===== src/rtl/vidreg_pkg.sv =====
package vidreg_pkg;

  localparam int unsigned OFF_W      = 4;
  localparam int unsigned DATA_W     = 8;
  localparam logic [OFF_W-1:0] OFF_PORT = 4'd10;
  localparam logic [OFF_W-1:0] OFF_DATA = 4'd14;
  localparam logic [OFF_W-1:0] OFF_PAGE = 4'd15;

  typedef enum logic [2:0] {
    FMT_OFF        = 3'd0,
    FMT_TEXT       = 3'd1,
    FMT_TEXT_BLINK = 3'd2,
    FMT_MONO1      = 3'd3,
    FMT_COLOR2     = 3'd4,
    FMT_PLANE2     = 3'd5,
    FMT_COLOR4     = 3'd6
  } fmt_e;

  typedef struct packed {
    fmt_e       fmt;
    logic       div16;
    logic [4:0] pal_base;
  } mode_t;

  // mode decode from the two control entries and the page register
  function automatic mode_t decode_mode(input logic [7:0] mc1,
                                        input logic [7:0] mc2,
                                        input logic [7:0] pg);
    mode_t m;
    unique case ({mc1[4], mc1[3], mc1[1]})
      3'b010:  m.fmt = mc2[1] ? FMT_TEXT_BLINK : FMT_TEXT;
      3'b011: begin
        if (mc1[2] && mc2[3])      m.fmt = FMT_MONO1;
        else if (pg[7:6] == 2'b11) m.fmt = FMT_PLANE2;
        else                       m.fmt = FMT_COLOR2;
      end
      3'b111:  m.fmt = FMT_COLOR4;
      default: m.fmt = FMT_OFF;
    endcase
    m.div16    = ~mc1[0];
    m.pal_base = mc1[2] ? 5'd16 : 5'd0;
    return m;
  endfunction

  // a page field loses its low bit in 32K modes
  function automatic logic [2:0] page_field(input logic [2:0] f, input logic wide);
    return wide ? {f[2:1], 1'b0} : f;
  endfunction

endpackage


===== src/rtl/vidreg_file.sv =====
module vidreg_file #(
  parameter int unsigned REG_COUNT = 32,
  parameter int unsigned NARROW_LO = 16
) (
  input  logic       clk,
  input  logic       rst_n,
  input  logic       port_wr,
  input  logic       port_rd,
  input  logic [7:0] wdata,
  output logic [7:0] sel_val,
  output logic [7:0] mc1,
  output logic [7:0] mc2,
  output logic       ctl_touch,
  output logic       data_phase
);
  localparam int unsigned IDX_W = $clog2(REG_COUNT);

  logic [7:0] index_q;
  logic [7:0] regs [REG_COUNT];
  logic       idx_in_range;
  logic       data_store;

  assign idx_in_range = (index_q < 8'(REG_COUNT));
  assign data_store   = port_wr && data_phase;
  assign ctl_touch    = data_store && (index_q == 8'd0 || index_q == 8'd3);

  always_ff @(posedge clk or negedge rst_n) begin
    if (!rst_n) begin
      data_phase <= 1'b0;
      index_q    <= '0;
    end else if (port_wr) begin
      data_phase <= ~data_phase;
      if (!data_phase) index_q <= wdata;
    end else if (port_rd) begin
      data_phase <= 1'b0;
    end
  end

  for (genvar g = 0; g < REG_COUNT; g++) begin : g_entry
    localparam logic [7:0] KEEP = (g >= NARROW_LO) ? 8'h0F : 8'hFF;
    always_ff @(posedge clk or negedge rst_n) begin
      if (!rst_n) regs[g] <= '0;
      else if (data_store && idx_in_range && index_q[IDX_W-1:0] == IDX_W'(g))
        regs[g] <= wdata & KEEP;
    end
  end

  assign sel_val = idx_in_range ? regs[index_q[IDX_W-1:0]] : 8'hFF;
  assign mc1     = regs[0];
  assign mc2     = regs[3];
endmodule


===== src/rtl/vidreg_page.sv =====
module vidreg_page (
  input  logic       clk,
  input  logic       rst_n,
  input  logic       we,
  input  logic [7:0] wdata,
  output logic [7:0] page_q,
  output logic [2:0] disp_page,
  output logic [2:0] cpu_page
);
  import vidreg_pkg::*;
  logic wide;

  always_ff @(posedge clk or negedge rst_n) begin
    if (!rst_n)  page_q <= '0;
    else if (we) page_q <= wdata;
  end

  assign wide      = (page_q[7:6] == 2'b11);
  assign disp_page = page_field(page_q[2:0], wide);
  assign cpu_page  = page_field(page_q[5:3], wide);
endmodule


===== src/rtl/vidreg_mode.sv =====
module vidreg_mode (
  input  logic       clk,
  input  logic       rst_n,
  input  logic       recalc_req,
  input  logic [7:0] mc1,
  input  logic [7:0] mc2,
  input  logic [7:0] page,
  output vidreg_pkg::mode_t mode_q,
  output logic       recalc_q
);
  import vidreg_pkg::*;

  always_ff @(posedge clk or negedge rst_n) begin
    if (!rst_n) begin
      recalc_q <= 1'b0;
      mode_q   <= '{fmt: FMT_OFF, div16: 1'b1, pal_base: 5'd0};
    end else begin
      recalc_q <= recalc_req;
      if (recalc_q) mode_q <= decode_mode(mc1, mc2, page);
    end
  end
endmodule


===== src/rtl/vidreg_top.sv =====
module vidreg_top #(
  parameter int unsigned REG_COUNT = 32
) (
  input  logic       clk,
  input  logic       rst_n,
  input  logic [3:0] bus_off,
  input  logic [7:0] bus_wdata,
  input  logic       bus_wr,
  input  logic       bus_rd,
  output logic [7:0] bus_rdata,
  input  logic       vsync_in,
  input  logic       de_in,
  output logic       crtc_addr_we,
  output logic       crtc_data_we,
  output logic [7:0] crtc_wdata,
  output logic [2:0] disp_page,
  output logic [2:0] cpu_page,
  output logic [2:0] fmt_sel,
  output logic       crt_div16,
  output logic [4:0] pal_base
);
  import vidreg_pkg::*;

  logic       port_wr, port_rd, page_we;
  logic       ctl_touch, data_phase, recalc_q;
  logic [7:0] sel_val, mc1, mc2, page_q, status;
  mode_t      mode_q;

  assign port_wr = bus_wr && bus_off == OFF_PORT;
  assign port_rd = bus_rd && bus_off == OFF_PORT;
  assign page_we = bus_wr && bus_off == OFF_PAGE;

  vidreg_file #(.REG_COUNT(REG_COUNT)) u_file (
    .clk(clk), .rst_n(rst_n), .port_wr(port_wr), .port_rd(port_rd),
    .wdata(bus_wdata), .sel_val(sel_val), .mc1(mc1), .mc2(mc2),
    .ctl_touch(ctl_touch), .data_phase(data_phase)
  );

  vidreg_page u_page (
    .clk(clk), .rst_n(rst_n), .we(page_we), .wdata(bus_wdata),
    .page_q(page_q), .disp_page(disp_page), .cpu_page(cpu_page)
  );

  vidreg_mode u_mode (
    .clk(clk), .rst_n(rst_n), .recalc_req(ctl_touch || page_we),
    .mc1(mc1), .mc2(mc2), .page(page_q), .mode_q(mode_q), .recalc_q(recalc_q)
  );

  assign status = {3'b000, de_in, vsync_in, 2'b00, de_in};

  always_comb begin
    unique case (bus_off)
      OFF_PORT: bus_rdata = status;
      OFF_DATA: bus_rdata = sel_val;
      OFF_PAGE: bus_rdata = page_q;
      default:  bus_rdata = 8'hFF;
    endcase
  end

  assign crtc_addr_we = bus_wr && (bus_off == 4'd0 || bus_off == 4'd4);
  assign crtc_data_we = bus_wr && (bus_off == 4'd1 || bus_off == 4'd5);
  assign crtc_wdata   = bus_wdata;

  assign fmt_sel   = mode_q.fmt;
  assign crt_div16 = mode_q.div16;
  assign pal_base  = mode_q.pal_base;
endmodule


===== config.mk =====
export PLATFORM = sky130hd
export DESIGN_NAME = vidreg_top
export DESIGN_NICKNAME = d
export VERILOG_FILES = /design/src/rtl/vidreg_pkg.sv /design/src/rtl/vidreg_file.sv /design/src/rtl/vidreg_page.sv /design/src/rtl/vidreg_mode.sv /design/src/rtl/vidreg_top.sv
export SDC_FILE = /design/constraint.sdc
export NUM_CORES = 1
export LEC_CHECK = 0
export CAP_MARGIN = 40
export CORE_MARGIN = 2
export CORE_UTILIZATION = 30
export DETAILED_ROUTE_END_ITERATION = 16
export GPL_TIMING_DRIVEN = 0
export HOLD_SLACK_MARGIN = 0.02
export PLACE_DENSITY = 0.42
export SYNTH_ARGS = -nofsm -noshare
export SYNTH_HDL_FRONTEND = slang
export SYNTH_SLANG_ARGS = --single-unit

===== constraint.sdc =====
create_clock -name clk -period 7.2 [get_ports clk]
set_input_delay 1.44 -clock clk [delete_from_list [all_inputs] [get_ports clk]]
set_output_delay 1.44 -clock clk [all_outputs]
set_load 0.05 [all_outputs]

=== Word-level counts from Yosys, hierarchy flattened ===
Cells that the tools add are included.

* Register bits: 219
* Input port bits: 18
* Output and inout port bits: 33
* Word-level logic and storage cells: 150

* $lt $le $gt $ge: 2
* Equal/unequal tests: 42
* Mux-type cells: 14
* Bitwise logic cells: 3
* Reduce and logical (&&, ||, !) cells: 50

{| class="wikitable"
|+ Operator list
! cell !! count
|-
| $eq 5x5->1 const B || 16
|-
| $logic_and 1x1->1 || 41
|-
| $bmux 8 s5 || 1
|-
| $eq 5x4->1 const B || 8
|-
| $mux 8 || 3
|-
| $pmux 8 s3 || 1
|-
| $eq 5x3->1 const B || 4
|-
| $eq 4x4->1 const B || 3
|-
| $eq 5x2->1 const B || 2
|-
| $pmux 3 s3 || 1
|-
| $eq 4x3->1 const B || 2
|-
| $eq 8x2->1 const B || 1
|-
| $logic_not 8->1 || 1
|-
| $lt 8x6->1 const B || 1
|-
| $eq 3x2->1 const B || 2
|-
| $ge 6x6->1 const B || 1
|-
| $not 5->6 || 1
|-
| $eq 5x1->1 const B || 1
|-
| $logic_not 5->1 || 1
|-
| $mux 1 || 5
|-
| $mux 5 || 1
|-
| $eq 4x1->1 const B || 1
|-
| $logic_not 4->1 || 1
|-
| $logic_or 1x1->1 || 4
|-
| 7 further kinds || 8
|}

=== Depth between registers and ports, before layout ===
* Depth after elaboration: 6
* Depth in mapped cells: 8
* Depth with buffers taken out: 5

=== By module ===
From an unflattened synthesis, not the netlist that was laid out.

* Cells, all modules: 706
* Area total of the unflattened synthesis: 10349.9 um^2

{| class="wikitable"
|+ Modules (own cells, without submodules)
! module !! times used !! cells each !! area each (um^2) !! seq. area each (um^2)
|-
| vidreg_file || 1 || 614 || 9355.2 || 5029.8
|-
| vidreg_page || 1 || 23 || 376.6 || 200.2
|-
| vidreg_mode || 1 || 30 || 316.6 || 151.4
|-
| vidreg_top || 1 || 39 || 301.5 || 0.0
|}

=== Worst setup path before layout ===
Ideal clock, no wire load.

* Path type: input -> output
* Start point: in bus_off[0]
* End point: out crtc_data_we
* Data arrival time: 3246 ps
* Data required time: 5760 ps
* Path slack: 2514 ps
* Stages: 2
* Buffers on the path: 1
* Path through: clkbuf_1 nor4bb_1

* Cells in the longest elaborated chain, start to end: 3
* Elaborated cells on any way between the ends: 4
* Classes of those cells: 2 x eq/ne; 2 x reduce/logical

{| class="wikitable"
|+ RTL lines
! what !! RTL line !! text
|-
| start, declared || vidreg_top.sv:6 || <nowiki>input logic [3:0] bus_off,</nowiki>
|-
| $eq 4x1->1 / $eq 4x3->1 (equally long branches) || vidreg_top.sv:61 || <nowiki>assign crtc_data_we = bus_wr && (bus_off == 4'd1 || bus_off == 4'd5);</nowiki>
|-
| $logic_or 1x1->1 (*) || vidreg_top.sv:61 ||
|-
| $logic_and 1x1->1 (*) || vidreg_top.sv:61 ||
|-
| end, declared || vidreg_top.sv:14 || <nowiki>output logic crtc_data_we,</nowiki>
|}

Every way passes the cells marked *; elsewhere a longest branch is shown, timed or not.

=== Final worst setup path ===
* Start point: reg u_file.index_q[3]
* End point: out bus_rdata[2]

* Cells in the longest elaborated chain, start to end: 6
* Elaborated cells on any way between the ends: 7
* Classes of those cells: 1 x order compare; 5 x mux; 1 x bitwise

{| class="wikitable"
|+ RTL lines
! what !! RTL line !! text
|-
| start, declared || vidreg_file.sv:18 || <nowiki>logic [7:0] index_q;</nowiki>
|-
| start signal, assigned || vidreg_file.sv:33 || <nowiki>if (!data_phase) index_q <= wdata;</nowiki>
|-
| $not 5->6 (implied by the code) || vidreg_file.sv:48 || <nowiki>assign sel_val = idx_in_range ? regs[index_q[IDX_W-1:0]] : 8'hFF;</nowiki>
|-
| $bmux 8 s5 || vidreg_file.sv:48 ||
|-
| $mux 8 (implied by the code) (2 in a row) || vidreg_file.sv:48 ||
|-
| $mux 8 (*) || vidreg_file.sv:48 ||
|-
| $pmux 8 s3 (*) || vidreg_top.sv:52 || <nowiki>unique case (bus_off)</nowiki>
|-
| end, declared || vidreg_top.sv:10 || <nowiki>output logic [7:0] bus_rdata,</nowiki>
|}

Every way passes the cells marked *; elsewhere a longest branch is shown, timed or not. The select of a mux whose other input is x is not followed.

==> impl_metrics.yaml <==
routing:
  wire_per_inst_um: 24.5
  vias: 6443
  drc: 0
  via_per_inst: 5.12
  firstDrtPassIters: 5
  ant_nets: 0
  initialDrtViolationCount: 350
  drt_wl_total_um: 30900
cells_and_area:
  layout_commonest_cell: "dfrtp_1"
  final_cells: 1258
  most-common-layout-cells: "dfrtp_1 (214), mux2_2 (211), clkdlybuf4s50_1 (45)"
  syn_to_final_growth_pct: 18.7
  n_antenna_cell: 0
  post-route-cell-area_um2: 12200
  layout-drive-gt1-share: 0.419
  nets: 812
cts:
  cts_resized: 0
  path_clk_slew_ps: 60
  clk_latency_ps: 520
  htree_num_levels: 1
  clock_sinks: 215
  cts_buffer_depth: 3
  clock-root-buffer: "clkbuf_16"
  tritoncts: "yes"
  cts_made_buffers: 25
  cts_setup_buffers: 0
  cts-hold-fix-buffers: 0
synthesis:
  ys_types: 55
  synthXorXnorAreaFrac: 0
  synth_compound_area_frac: 0.0248
  synth_top_family_by_area: "multiplexers"
  synth_edf_count: 0
  yosysSeqAreaShare: 0.525
  synth_ff_type: "dfrtp_1"
  synthArstFlopShare: 1.00
  yosysWarnings: 0
  syn_area_um2: 10300
  synthAdderAreaFrac: 0
  yosys.area_share.simple: 0.0594
  synth_cells: 711
  yosys_register_bits: 215
  synth_mux_area_frac: 0.358
  synth.avg_cell_area_um2: 14.4
pwr:
  power_w: 0.00304
  vdd_drop_max_mv: 0.159
  leakagePower_nw: 5.57
  power_density_nw_per_um2: 249
worst_setup_path:
  start_kind: "flop"
  cp-end-kind: "output port"
  crit_type: "reg2out"
  worstPathArrival_ps: 4110
  crit_fanout: 10
  critPathRequiredTime_ps: 5760
sta:
  fin_crit_ps: 5550
  finalClockSkew_ps: 6.06
  tns_ps: 0
  min_period_over_period: 0.771
  worst_slew_margin_rel: 0.398
  holdWs_ps: 479
  tightest_slew_ps: 903
  rsz0062_at_grt: "false"
  fmax_ghz: 0.180
  finalSetupViolations: 0
  hold_viol_final: 0
  drv_slew: 0
floorplan:
  die_h_um: 189
  die_area_um2: 35700
  start_util: 0.305
  core_um2: 33600
  dieWidth_um: 189
  io-pin-count: 51
  rows: 67
grt:
  grt-ovfl-total: 0
  grt_antenna_before_repair: 2
  grt_max_degree: 125
  grt_pass1_vias: 6987
  grt_pass1_wl_um: 46400
  track_usage: 0.177
placed_design:
  numPortBuffers: 46
  post_dp_cell_area_um2: 11400
  hpwl_um: 21700
  gp_congestion: 0.831
  dp_cells: 1215
run:
  drv_cap: 0
outcome:
  status: "finished, final reports clean"
worst_hold_path:
  worstHoldPathType: "reg2reg"
==> metal layers <==
metal,part of all wire,track usage,wire [µm]
met5,0.00039,0,12
met4,0.035,0.0604,1080
met3,0.055,0.0374,1700
met2,0.46,0.279,14100
met1,0.45,0.242,14000
==> logic make-up after synthesis <==
| kind of cell | after synthesis |
|---|---|
| and+or+nand+nor | 108 |
| buffers and inverters | 66 |
| AOI/OAI and AO/OA | 36 |
| DFF | 215 |
| muxes | 285 |
| other | 1 |
==> flip-flops by register name (all words and copies together) (netlist names) <==
register and count:
u_file.mc1 8, u_file.mc2 8, u_mode.mode_q 5, u_file.data_phase 1, u_file.regs 176, u_mode.recalc_q 1, u_page.page_q 8, u_file.index_q 8
==> through the flow <==
step	setup WS, ps	utilization
2_1_floorplan	2510	-
3_3_place_gp	-4280	0.336
3_5_place_dp	1730	0.339
4_1_cts	1670	0.362
5_1_grt	1510	0.362
6_report	1650	0.362
==> power by group <==
group	internal, W	switching (W)	total (W)
combinational	0.000192	0.000344	0.000536
clock	0.000734	0.000487	0.00122
sequential	0.00125	0.0000309	0.00128
total	0.00218	0.000862	0.00304
==> path summary, 6_finish.rpt <==
path	from	endpoint	slack [ps]	cells after the start
max	u_file.index_q[3]	bus_rdata[2]	1650	7
max reg2reg	u_file.index_q[7]	u_file.mc2[6]	4020	6
min	u_mode.mode_q[5]	u_mode.mode_q[5]	480	2
min in group asynchronous	rst_n	u_page.page_q[6]	940	1
min reg2reg	u_mode.mode_q[5]	u_mode.mode_q[5]	480	2
max in group asynchronous	rst_n	u_file.regs[97]	5140	2
==> synth_stat cells (all sizes together), types with 2 or more instances <==
library cell | n | area, µm²
o21ai | 7 | 35.0
a211oi | 2 | 15.0
dfrtp | 214 | 5360
inv | 5 | 18.8
o211ai | 3 | 22.5
or2 | 2 | 12.5
o2111ai | 2 | 17.5
mux2i | 28 | 280
a31oi | 2 | 12.5
nor2b | 6 | 37.5
nand3 | 2 | 10.0
nor2 | 26 | 123
or3 | 3 | 18.8
nand2 | 35 | 131
mux2 | 213 | 2400
mux4 | 44 | 991
nor4 | 5 | 67.6
a21oi | 5 | 25.0
o221ai | 3 | 26.3
buf | 35 | 218
or4 | 2 | 15.0
nand2b | 4 | 25.0
nor3 | 10 | 66.3
and2 | 3 | 18.8
clkbuf | 26 | 97.6
nand3b | 3 | 22.5
a221oi | 2 | 17.5
==> final cells by class <==
type                            count  area [µm²]
Tap cell                          448         561
Inverter                            5        18.8
Clock buffer                       41         746
Fill cell                        3238       21400
Buffer                             61         315
Clock inverter                      2        35.0
Multi-Input combinational cell    433        4560
Timing Repair Buffer               53         561
Sequential cell                   215        5380
==> worst max-delay path, stage by stage, from the launching register on <==
cell	delay [ps]
dfrtp_1	320
buf_2	230
buf_2	340
clkbuf_1	700
mux4_2	480
a311oi_1	490
a21o_1	210
clkdlybuf4s50_1	800
Power figures use the tool's default switching activity.
